==> config.mk <==
export PLATFORM = sky130hd
export DESIGN_NAME = acl_frame_tx
export DESIGN_NICKNAME = d
export VERILOG_FILES = /design/src/rtl/acl_pkg.sv /design/src/rtl/acl_slot_fmt.sv /design/src/rtl/acl_frame_build.sv /design/src/rtl/acl_frame_tx.sv
export SDC_FILE = /design/constraint.sdc
export NUM_CORES = 1
export LEC_CHECK = 0
export BUFFER_PORTS_ARGS = -buffer_cell sky130_fd_sc_hd__buf_2
export CAP_MARGIN = 5
export CORE_ASPECT_RATIO = 0.8
export CORE_UTILIZATION = 35
export DETAILED_ROUTE_END_ITERATION = 7
export GPL_TIMING_DRIVEN = 0
export PLACE_DENSITY = 0.55
export SLEW_MARGIN = 15
export SYNTH_ARGS = -nofsm -noshare
export SYNTH_HDL_FRONTEND = slang
export SYNTH_SLANG_ARGS = --single-unit
export TNS_END_PERCENT = 50
==> constraint.sdc <==
create_clock -name clk -period 3.5 [get_ports clk]
set_input_delay 0 -clock clk [delete_from_list [all_inputs] [get_ports clk]]
set_output_delay 0 -clock clk [all_outputs]
set_load 0.1 [all_outputs]
==> src/rtl/acl_pkg.sv <==
package acl_pkg;
    typedef enum logic [1:0] {
        ST_IDLE = 2'd0,
        ST_TAG  = 2'd1,
        ST_DATA = 2'd2
    } acl_state_e;

    // Number of trailing positions cleared for a sample of the given resolution.
    function automatic int unsigned pad_bits(input int unsigned res, input int unsigned width);
        int unsigned eff;
        eff = (res == 0 || res > width) ? width : res;
        return width - eff;
    endfunction
endpackage

==> src/rtl/acl_slot_fmt.sv <==
module acl_slot_fmt #(
    parameter int SLOT_W = 20,
    parameter int RES_W  = 5
) (
    input  logic              valid,
    input  logic [RES_W-1:0]  res,
    input  logic [SLOT_W-1:0] sample,
    output logic [SLOT_W-1:0] slot
);
    import acl_pkg::*;

    int unsigned pad;

    always_comb begin
        pad  = pad_bits(int'(res), SLOT_W);
        slot = '0;
        if (valid) begin
            for (int b = 0; b < SLOT_W; b++) begin
                slot[b] = (b < int'(pad)) ? 1'b0 : sample[b];
            end
        end
    end
endmodule

==> src/rtl/acl_frame_build.sv <==
module acl_frame_build #(
    parameter int TAG_W  = 16,
    parameter int SLOT_W = 20,
    parameter int NSLOT  = 12,
    parameter int ADDR_W = 7,
    parameter int CMD_W  = 16,
    parameter int RES_W  = 5,
    parameter int SUR_N  = 4,
    localparam int FRAME_W = TAG_W + NSLOT * SLOT_W
) (
    input  logic                    cmd_valid,
    input  logic                    cmd_read,
    input  logic [ADDR_W-1:0]       cmd_addr,
    input  logic [CMD_W-1:0]        cmd_wdata,
    input  logic                    pcm_valid,
    input  logic [RES_W-1:0]        pcm_res,
    input  logic [SLOT_W-1:0]       pcm_left,
    input  logic [SLOT_W-1:0]       pcm_right,
    input  logic [SUR_N-1:0]        sur_valid,
    input  logic [SUR_N*SLOT_W-1:0] sur_data,
    output logic [FRAME_W-1:0]      frame
);
    localparam int SUR_BASE = 6;
    localparam int TAG_PAD  = TAG_W - 1 - NSLOT;

    logic [SLOT_W-1:0] slot_w [1:NSLOT];
    logic [NSLOT:1]    tag_v;

    // Command address slot and command data slot.
    always_comb begin
        slot_w[1] = '0;
        slot_w[2] = '0;
        tag_v[1]  = cmd_valid;
        tag_v[2]  = cmd_valid && !cmd_read;
        if (cmd_valid) begin
            slot_w[1][SLOT_W-1]          = cmd_read;
            slot_w[1][SLOT_W-2 -: ADDR_W] = cmd_addr;
            if (!cmd_read) begin
                slot_w[2][SLOT_W-1 -: CMD_W] = cmd_wdata;
            end
        end
    end

    // Playback pair with resolution masking.
    acl_slot_fmt #(.SLOT_W(SLOT_W), .RES_W(RES_W)) u_fmt_left (
        .valid  (pcm_valid),
        .res    (pcm_res),
        .sample (pcm_left),
        .slot   (slot_w[3])
    );
    acl_slot_fmt #(.SLOT_W(SLOT_W), .RES_W(RES_W)) u_fmt_right (
        .valid  (pcm_valid),
        .res    (pcm_res),
        .sample (pcm_right),
        .slot   (slot_w[4])
    );
    assign tag_v[3] = pcm_valid;
    assign tag_v[4] = pcm_valid;

    // Unsupported slot between playback and surround.
    assign slot_w[5] = '0;
    assign tag_v[5]  = 1'b0;

    // Surround slots, full resolution.
    generate
        for (genvar i = 0; i < SUR_N; i++) begin : g_sur
            assign slot_w[SUR_BASE+i] = sur_valid[i] ? sur_data[i*SLOT_W +: SLOT_W] : '0;
            assign tag_v[SUR_BASE+i]  = sur_valid[i];
        end
        for (genvar k = SUR_BASE + SUR_N; k <= NSLOT; k++) begin : g_zero
            assign slot_w[k] = '0;
            assign tag_v[k]  = 1'b0;
        end
    endgenerate

    // Frame assembly: tag slot first, then slots 1..NSLOT.
    assign frame[FRAME_W-1] = |tag_v;
    generate
        for (genvar n = 1; n <= NSLOT; n++) begin : g_asm
            assign frame[FRAME_W-1-n] = tag_v[n];
            assign frame[FRAME_W-TAG_W-1-(n-1)*SLOT_W -: SLOT_W] = slot_w[n];
        end
        if (TAG_PAD > 0) begin : g_tag_pad
            assign frame[FRAME_W-TAG_W +: TAG_PAD] = '0;
        end
    endgenerate
endmodule

==> src/rtl/acl_frame_tx.sv <==
module acl_frame_tx #(
    parameter int TAG_W  = 16,
    parameter int SLOT_W = 20,
    parameter int NSLOT  = 12,
    parameter int ADDR_W = 7,
    parameter int CMD_W  = 16,
    parameter int RES_W  = 5,
    parameter int SUR_N  = 4
) (
    input  logic                    clk,
    input  logic                    rst_n,
    input  logic                    cmd_valid,
    input  logic                    cmd_read,
    input  logic [ADDR_W-1:0]       cmd_addr,
    input  logic [CMD_W-1:0]        cmd_wdata,
    input  logic                    pcm_valid,
    input  logic [RES_W-1:0]        pcm_res,
    input  logic [SLOT_W-1:0]       pcm_left,
    input  logic [SLOT_W-1:0]       pcm_right,
    input  logic [SUR_N-1:0]        sur_valid,
    input  logic [SUR_N*SLOT_W-1:0] sur_data,
    output logic                    sync,
    output logic                    sdata_out
);
    import acl_pkg::*;

    localparam int FRAME_W = TAG_W + NSLOT * SLOT_W;
    localparam int POS_W   = $clog2(FRAME_W);
    localparam logic [POS_W-1:0] POS_TAG_END   = POS_W'(TAG_W - 1);
    localparam logic [POS_W-1:0] POS_FRAME_END = POS_W'(FRAME_W - 1);

    acl_state_e         state_q, state_d;
    logic [POS_W-1:0]   pos_q;
    logic [FRAME_W-1:0] frame_w;
    logic [FRAME_W-1:0] shreg_q;
    logic               frame_wrap;

    acl_frame_build #(
        .TAG_W(TAG_W), .SLOT_W(SLOT_W), .NSLOT(NSLOT), .ADDR_W(ADDR_W),
        .CMD_W(CMD_W), .RES_W(RES_W), .SUR_N(SUR_N)
    ) u_build (
        .cmd_valid (cmd_valid),
        .cmd_read  (cmd_read),
        .cmd_addr  (cmd_addr),
        .cmd_wdata (cmd_wdata),
        .pcm_valid (pcm_valid),
        .pcm_res   (pcm_res),
        .pcm_left  (pcm_left),
        .pcm_right (pcm_right),
        .sur_valid (sur_valid),
        .sur_data  (sur_data),
        .frame     (frame_w)
    );

    // Next-state logic.
    always_comb begin
        state_d    = state_q;
        frame_wrap = 1'b0;
        unique case (state_q)
            ST_IDLE: begin
                state_d    = ST_TAG;
                frame_wrap = 1'b1;
            end
            ST_TAG: begin
                if (pos_q == POS_TAG_END) state_d = ST_DATA;
            end
            ST_DATA: begin
                if (pos_q == POS_FRAME_END) begin
                    state_d    = ST_TAG;
                    frame_wrap = 1'b1;
                end
            end
            default: begin
                state_d    = ST_IDLE;
            end
        endcase
    end

    // State register and bit position.
    always_ff @(posedge clk or negedge rst_n) begin
        if (!rst_n) begin
            state_q <= ST_IDLE;
            pos_q   <= '0;
        end else begin
            state_q <= state_d;
            pos_q   <= frame_wrap ? '0 : pos_q + 1'b1;
        end
    end

    // Outputs: frame capture and shifting.
    always_ff @(posedge clk or negedge rst_n) begin
        if (!rst_n) begin
            shreg_q   <= '0;
            sdata_out <= 1'b0;
            sync      <= 1'b0;
        end else begin
            sync <= (state_d == ST_TAG);
            if (frame_wrap) begin
                sdata_out <= frame_w[FRAME_W-1];
                shreg_q   <= {frame_w[FRAME_W-2:0], 1'b0};
            end else begin
                sdata_out <= shreg_q[FRAME_W-1];
                shreg_q   <= {shreg_q[FRAME_W-2:0], 1'b0};
            end
        end
    end
endmodule

* Word-level counts from Yosys, hierarchy flattened
Cells that the tools add are included.
** Operators by class
- Reductions and logical operators :: 6
- Equality and inequality tests :: 5
- $add $sub $neg :: 2
- Magnitude comparators :: 21
- Muxes and demuxes :: 58
** Operators by type and width (number)
- two-way mux 256 bit :: 1
- two-way mux 20 bit :: 6
- less-than comparator 5 x 6 -> 1 bit, first input constant :: 8
- two-way mux 1 bit :: 42
- two-way mux 16 bit :: 2
- less-than comparator 4 x 6 -> 1 bit, first input constant :: 4
- less-than comparator 6 bit, first input constant :: 4
- two-way mux 8 bit :: 2
- less-than comparator 3 x 6 -> 1 bit, first input constant :: 2
- adder 8 x 1 -> 8 bit, second input constant :: 1
- equality test 8 x 4 -> 1 bit, second input constant :: 1
- equality test 8 bit, second input constant :: 1
- OR reduction 7 bit :: 1
- less-than comparator 1 x 6 -> 1 bit, first input constant :: 1
- less-than comparator 2 x 6 -> 1 bit, first input constant :: 1
- case mux 2 bit (3 select lines) :: 1
- subtractor 5 x 5 -> 6 bit, first input constant :: 1
- greater-than comparator 5 bit, second input constant :: 1
- logical NOT 5 bit :: 1
- two-way mux 5 bit :: 1
- equality test 2 x 1 -> 1 bit, second input constant :: 2
- two-way mux 2 bit :: 2
- equality test 2 bit, second input constant :: 1
- logical NOT 2 bit :: 1
- other kinds (4) :: 4
** Word-level totals
- Input bits :: 157
- Word-level logic and storage cells :: 97
- Flip-flop bits (word level) :: 268
- Output and inout port bits :: 2

* Longest topological paths before layout
- Depth in word-level cells :: 8
- Gate-level depth with buffers :: 11
- Mapped depth without buffers :: 8

* By module
From an unflattened synthesis, not the netlist that was laid out.
** Second synthesis, totals
- Cell total of the unflattened synthesis :: 1004
- Area, all modules :: 12744.7 sq um
** By module, submodules not included
- acl_frame_tx :: area an instance 10089.7 sq um, seq. area each 6681.4 sq um, times used 1, cells each 592
- acl_frame_build :: area an instance 1574.0 sq um, seq. area each 0.0 sq um, times used 1, cells each 228
- acl_slot_fmt :: area an instance 540.5 sq um, seq. area each 0.0 sq um, times used 2, cells each 92

* Least setup slack after synthesis
No wires, ideal clock.
- Path kind :: input -> register
- Start point :: input pcm_res[2]
- End point :: register shreg_q[170]
- Stages :: 9
- Required time :: 3358 ps
- Library setup time :: 142 ps
- Buffers on the path :: 2
- Arrival :: 1736 ps
- Slack :: 1622 ps
- Path through :: buf_2 o21ai_1 and2_1 inv_1 ha_1 buf_2 a21o_1 a2111oi_0 o31ai_1
** On the way
- Word-level cells in the longest chain between the ends :: 8
- Elaborated cells between the ends (all ways) :: 9
- Classes of those cells :: 1 x add/sub; 2 x order compare; 4 x mux; 2 x reduce/logical
** RTL lines
- start, declared :: line acl_frame_tx.sv:17 : input logic [RES_W-1:0] pcm_res,
- greater-than comparator 5 bit or logical NOT 5 bit (tied branches) :: line acl_pkg.sv:11 : eff = (res == 0 || res > width) ? width : res;
- logical OR 1 bit :: line acl_pkg.sv:11
- two-way mux 5 bit * :: line acl_pkg.sv:11
- subtractor 5 x 5 -> 6 bit * :: line acl_pkg.sv:12 : return width - eff;
- less-than comparator 5 x 6 -> 1 bit * :: line acl_slot_fmt.sv:19 : slot[b] = (b < int'(pad)) ? 1'b0 : sample[b];
- two-way mux 1 bit * :: line acl_slot_fmt.sv:19
- two-way mux 20 bit * :: line acl_slot_fmt.sv:17 : if (valid) begin
- two-way mux 256 bit * :: line acl_frame_tx.sv:98 : if (frame_wrap) begin
- end signal, assigned :: line acl_frame_tx.sv:100 : shreg_q <= {frame_w[FRAME_W-2:0], 1'b0};
- end signal, assigned :: line acl_frame_tx.sv:103 : shreg_q <= {shreg_q[FRAME_W-2:0], 1'b0};
- end, declared :: line acl_frame_tx.sv:35 : logic [FRAME_W-1:0] shreg_q;
Mark *: on every way between the ends. The rest lies on a longest branch, timed or not.

* Worst setup path in the final report
- Start point :: register pos_q[0]
- End point :: register shreg_q[172]
** On the way
- Word-level cells in the longest chain between the ends :: 4
** RTL lines
- start, declared :: line acl_frame_tx.sv:33 : logic [POS_W-1:0] pos_q;
- start signal, assigned :: line acl_frame_tx.sv:86 : pos_q <= frame_wrap ? '0 : pos_q + 1'b1;
- equality test 8 bit :: line acl_frame_tx.sv:68 : if (pos_q == POS_FRAME_END) begin
- two-way mux 1 bit :: line acl_frame_tx.sv:68
- case mux 1 bit (2 select lines) :: line acl_frame_tx.sv:59 : unique case (state_q)
- two-way mux 256 bit :: line acl_frame_tx.sv:98
Every way passes these cells.

==> flow_metrics.py <==
metrics = {
    "critical_path": {
        "cp.arrival_ps": 3110,
        "reg2reg_to": "shreg_q[172]$_DFF_PN0_",
        "reg2reg_depth": 9,
        "crit_type": "register to register",
        "r2r_start": "pos_q[0]$_DFF_PN0_",
        "cp_data_required_time_ps": 3950,
        "r2r_slack_ps": 830,
        "end_kind": "register",
        "start_kind": "register",
        "worst-path-max-fanout": 10,
    },
    "place": {
        "post_dp_cell_area_mm2": 0.00989,
        "dp_hpwl_um": 15300,
        "gp_congestion": 0.896,
        "io_buffer_count": 157,
        "dp_cells": 1372,
    },
    "timing": {
        "max_freq_mhz": 375,
        "tightest_slew_ps": 858,
        "holdWs_ps": -4.59,
        "hold_viol_final": 3,
        "max_slew_margin_pct": 41.3,
        "rsz0062_at_grt": "no",
        "setup_viol": 0,
        "post-route-min-period_ps": 2670,
        "clock_skew_ps": 17.4,
        "final.period_utilization_pct": 76.2,
        "drv_slew": 0,
    },
    "floorplan": {
        "ios": 159,
        "core_area_mm2": 0.0242,
        "die_height_um": 143,
        "rows": 51,
        "start_util_pct": 35.6,
        "die_w_um": 178,
        "die_area_mm2": 0.0253,
    },
    "synthesis": {
        "synth_edf_count": 0,
        "synthMuxAreaShare_pct": 0.246,
        "synth_commonest_cells": "nand2_1 (286), dfrtp_1 (207), nand3_1 (113)",
        "synth-compound-area-share_pct": 8.17,
        "netlist_area_mm2": 0.00864,
        "synth_flop_cell": "dfrtp_1",
        "yosysUniqueCellTypes": 56,
        "synth_xor_area_share_pct": 0.406,
        "ys.warnings.count": 0,
        "syn_nets": 1055,
        "synth_top_family_by_area": "simple AND/OR/NAND/NOR gates",
        "synth_most_common_cell": "nand2_1",
        "synth_area_leaders": "dfrtp_1 (60%), nand2_1 (12%), nand3_1 (6.5%)",
        "syn_avg_cell_area_um2": 9.65,
        "yosys.area_share.simple_pct": 26.5,
        "synthCells": 895,
        "synth_top_area_share_pct": 60.0,
        "synth_area_leader_cell": "dfrtp_1",
        "ys_seq_area_share_pct": 60.0,
        "async_reset_ff_share_pct": 100,
        "ys_seq_elements": 207,
        "synthAdderAreaFrac_pct": 0.435,
    },
    "power": {
        "netSwitchingFraction_pct": 22.5,
        "p_leak_uw": 0.00620,
        "irDropWorstVdd_mv": 0.299,
        "p_int_uw": 4250,
        "combPwrFrac_pct": 9.1,
        "switching_power_uw": 1230,
        "clockPowerShare_pct": 45.6,
        "power_density_mw_per_mm2": 449,
        "seqPwrFrac_pct": 45.3,
    },
    "global_routing": {
        "grt_max_degree": 90,
        "antenna_found_initial": 0,
        "grt_overflow": 0,
        "grt_pass1_wl_um": 38000,
        "grt_pass1_vias": 7456,
        "grt.total_usage_pct": 19.1,
    },
    "final_layout": {
        "seqCellArea_mm2": 0.00518,
        "n_fill_cell": 2232,
        "fin_cells": 1568,
        "fin_util_pct": 50.4,
        "fin_nets": 1393,
        "antennaDiodeCount": 0,
        "multiInputGateArea_mm2": 0.00309,
        "drive_gt1_share_pct": 20.7,
        "stdcell_area_mm2": 0.0122,
        "area_growth_pct": 41.6,
    },
    "clock_network": {
        "clk_pin_slew_ps": 60,
        "cts.sinks": 207,
        "clock-root-buffer": "clkbuf_16",
        "cts_tree": "yes",
        "clk_path_buf_depth": 3,
        "clk_latency_ps": 510,
        "cts_buffers": 23,
        "htree_levels": 1,
    },
    "drt": {
        "drtAntennaViolNets": 0,
        "routed_wl_um": 23700,
        "first_pass_iters": 5,
        "viasPerCell": 4.76,
        "drcViolationCount": 0,
        "wl_per_cell_um": 15.1,
        "vias": 7460,
        "dr.first_iter.drc_count": 436,
    },
    "min_path": {
        "hp-class": "input pin to async pin",
    },
    "outcome": {
        "outcome": "complete, but fails checks",
        "violations": "hold timing",
    },
    "job": {
        "drv_cap": 0,
    },
}
## worst max path at each step
stage | from | to | slack, ps
2_1_floorplan | pcm_res[2] | shreg_q[170]$_DFF_PN0_ | 1620
3_3_place_gp | rst_n | shreg_q[106]$_DFF_PN0_ | -1220
3_5_place_dp | pcm_res[4] | shreg_q[190]$_DFF_PN0_ | 840
4_1_cts | pos_q[0]$_DFF_PN0_ | shreg_q[172]$_DFF_PN0_ | 810
5_1_grt | pos_q[0]$_DFF_PN0_ | shreg_q[172]$_DFF_PN0_ | 690
6_report | pos_q[0]$_DFF_PN0_ | shreg_q[172]$_DFF_PN0_ | 830
## cell type report
| type | count | share of cell area [%] |
|---|---|---|
| plain buffers | 67 | 2.71 |
| clock buffers | 34 | 5.70 |
| clock inverters | 8 | 0.849 |
| inverters | 10 | 0.307 |
| multi-input cells | 611 | 25.3 |
| flip-flops and latches | 207 | 42.4 |
| well taps | 318 | 3.25 |
| repair buffers | 313 | 19.6 |
## per-layer routing
metal  vias to the layer above  share of wire [%]  global-route usage, %
met5                         -                  0                      0
met4                         0                2.2                   4.99
met3                        42                4.8                   3.07
met2                       203                 44                   29.0
met1                      3570                 49                   28.2
li1                       3645                  -                      -
## power by group through the flow
stage	combinational (uW)	clock, uW	sequential (uW)
6_report	500	2500	2490
2_1_floorplan	160	0	2530
4_1_cts	499	2580	2490
5_1_grt	556	2670	2490
3_5_place_dp	369	0	2530
3_3_place_gp	358	0	2530
## what timing repair did
item,4_1_cts,5_1_grt
hold buffers,154,0
resized for setup,0,0
hold endpoints to repair,281,0
setup buffers,0,0
setup endpoints to repair,0,0
## kinds of logic (layout without fill, tap and decap cells)
family	count (synthesis)	after routing
buffers and inverters	77	432
adders and majority gates	3	3
and+or+nand+nor	505	505
DFF	207	207
xor gates and xnor gates	4	4
muxes	2	2
AOI/OAI and AO/OA	97	97
## critical path, cell delays in order, from the launching register on
cell and delay, ps:
dfrtp_1 400, ha_1 250, and4b_1 190, buf_2 170, a21oi_4 250, buf_2 310
buf_2 280, nand2_1 130, o21ai_1 80, dlygate4sd3_1 550
## layout by cell type, fill, tap and decap left out, types with 10 or more instances in the layout
master / instances
o21ai_1: 19
nand2_1: 286
clkbuf_1: 14
and2_1: 51
nand3_1: 113
nor2_1: 14
dfrtp_1: 207
buf_2: 193
o21ai_0: 12
dlygate4sd3_1: 154
clkbuf_16: 23
inv_1: 10
## per-stage QoR
| step | setup WS (ps) | hold slack, ps | total power (uW) | setup TNS, ps |
|---|---|---|---|---|
| 6_report | 833 | -4.59 | 5490 | 0 |
| 5_1_grt | 693 | 26.9 | 5720 | 0 |
| 4_1_cts | 807 | 0.258 | 5560 | 0 |
| 3_5_place_dp | 835 | -63.6 | 2900 | 0 |
| 3_3_place_gp | -1220 | 229 | 2890 | -247390 |
| 2_1_floorplan | 1620 | -296 | 2690 | 0 |
## flip-flops by register name, summed over array words and instances (netlist names)
register   count
shreg_q      195
state_q        2
pos_q          8
sdata_out      1
sync           1
No activity file was read; power rests on OpenSTA's default activity.
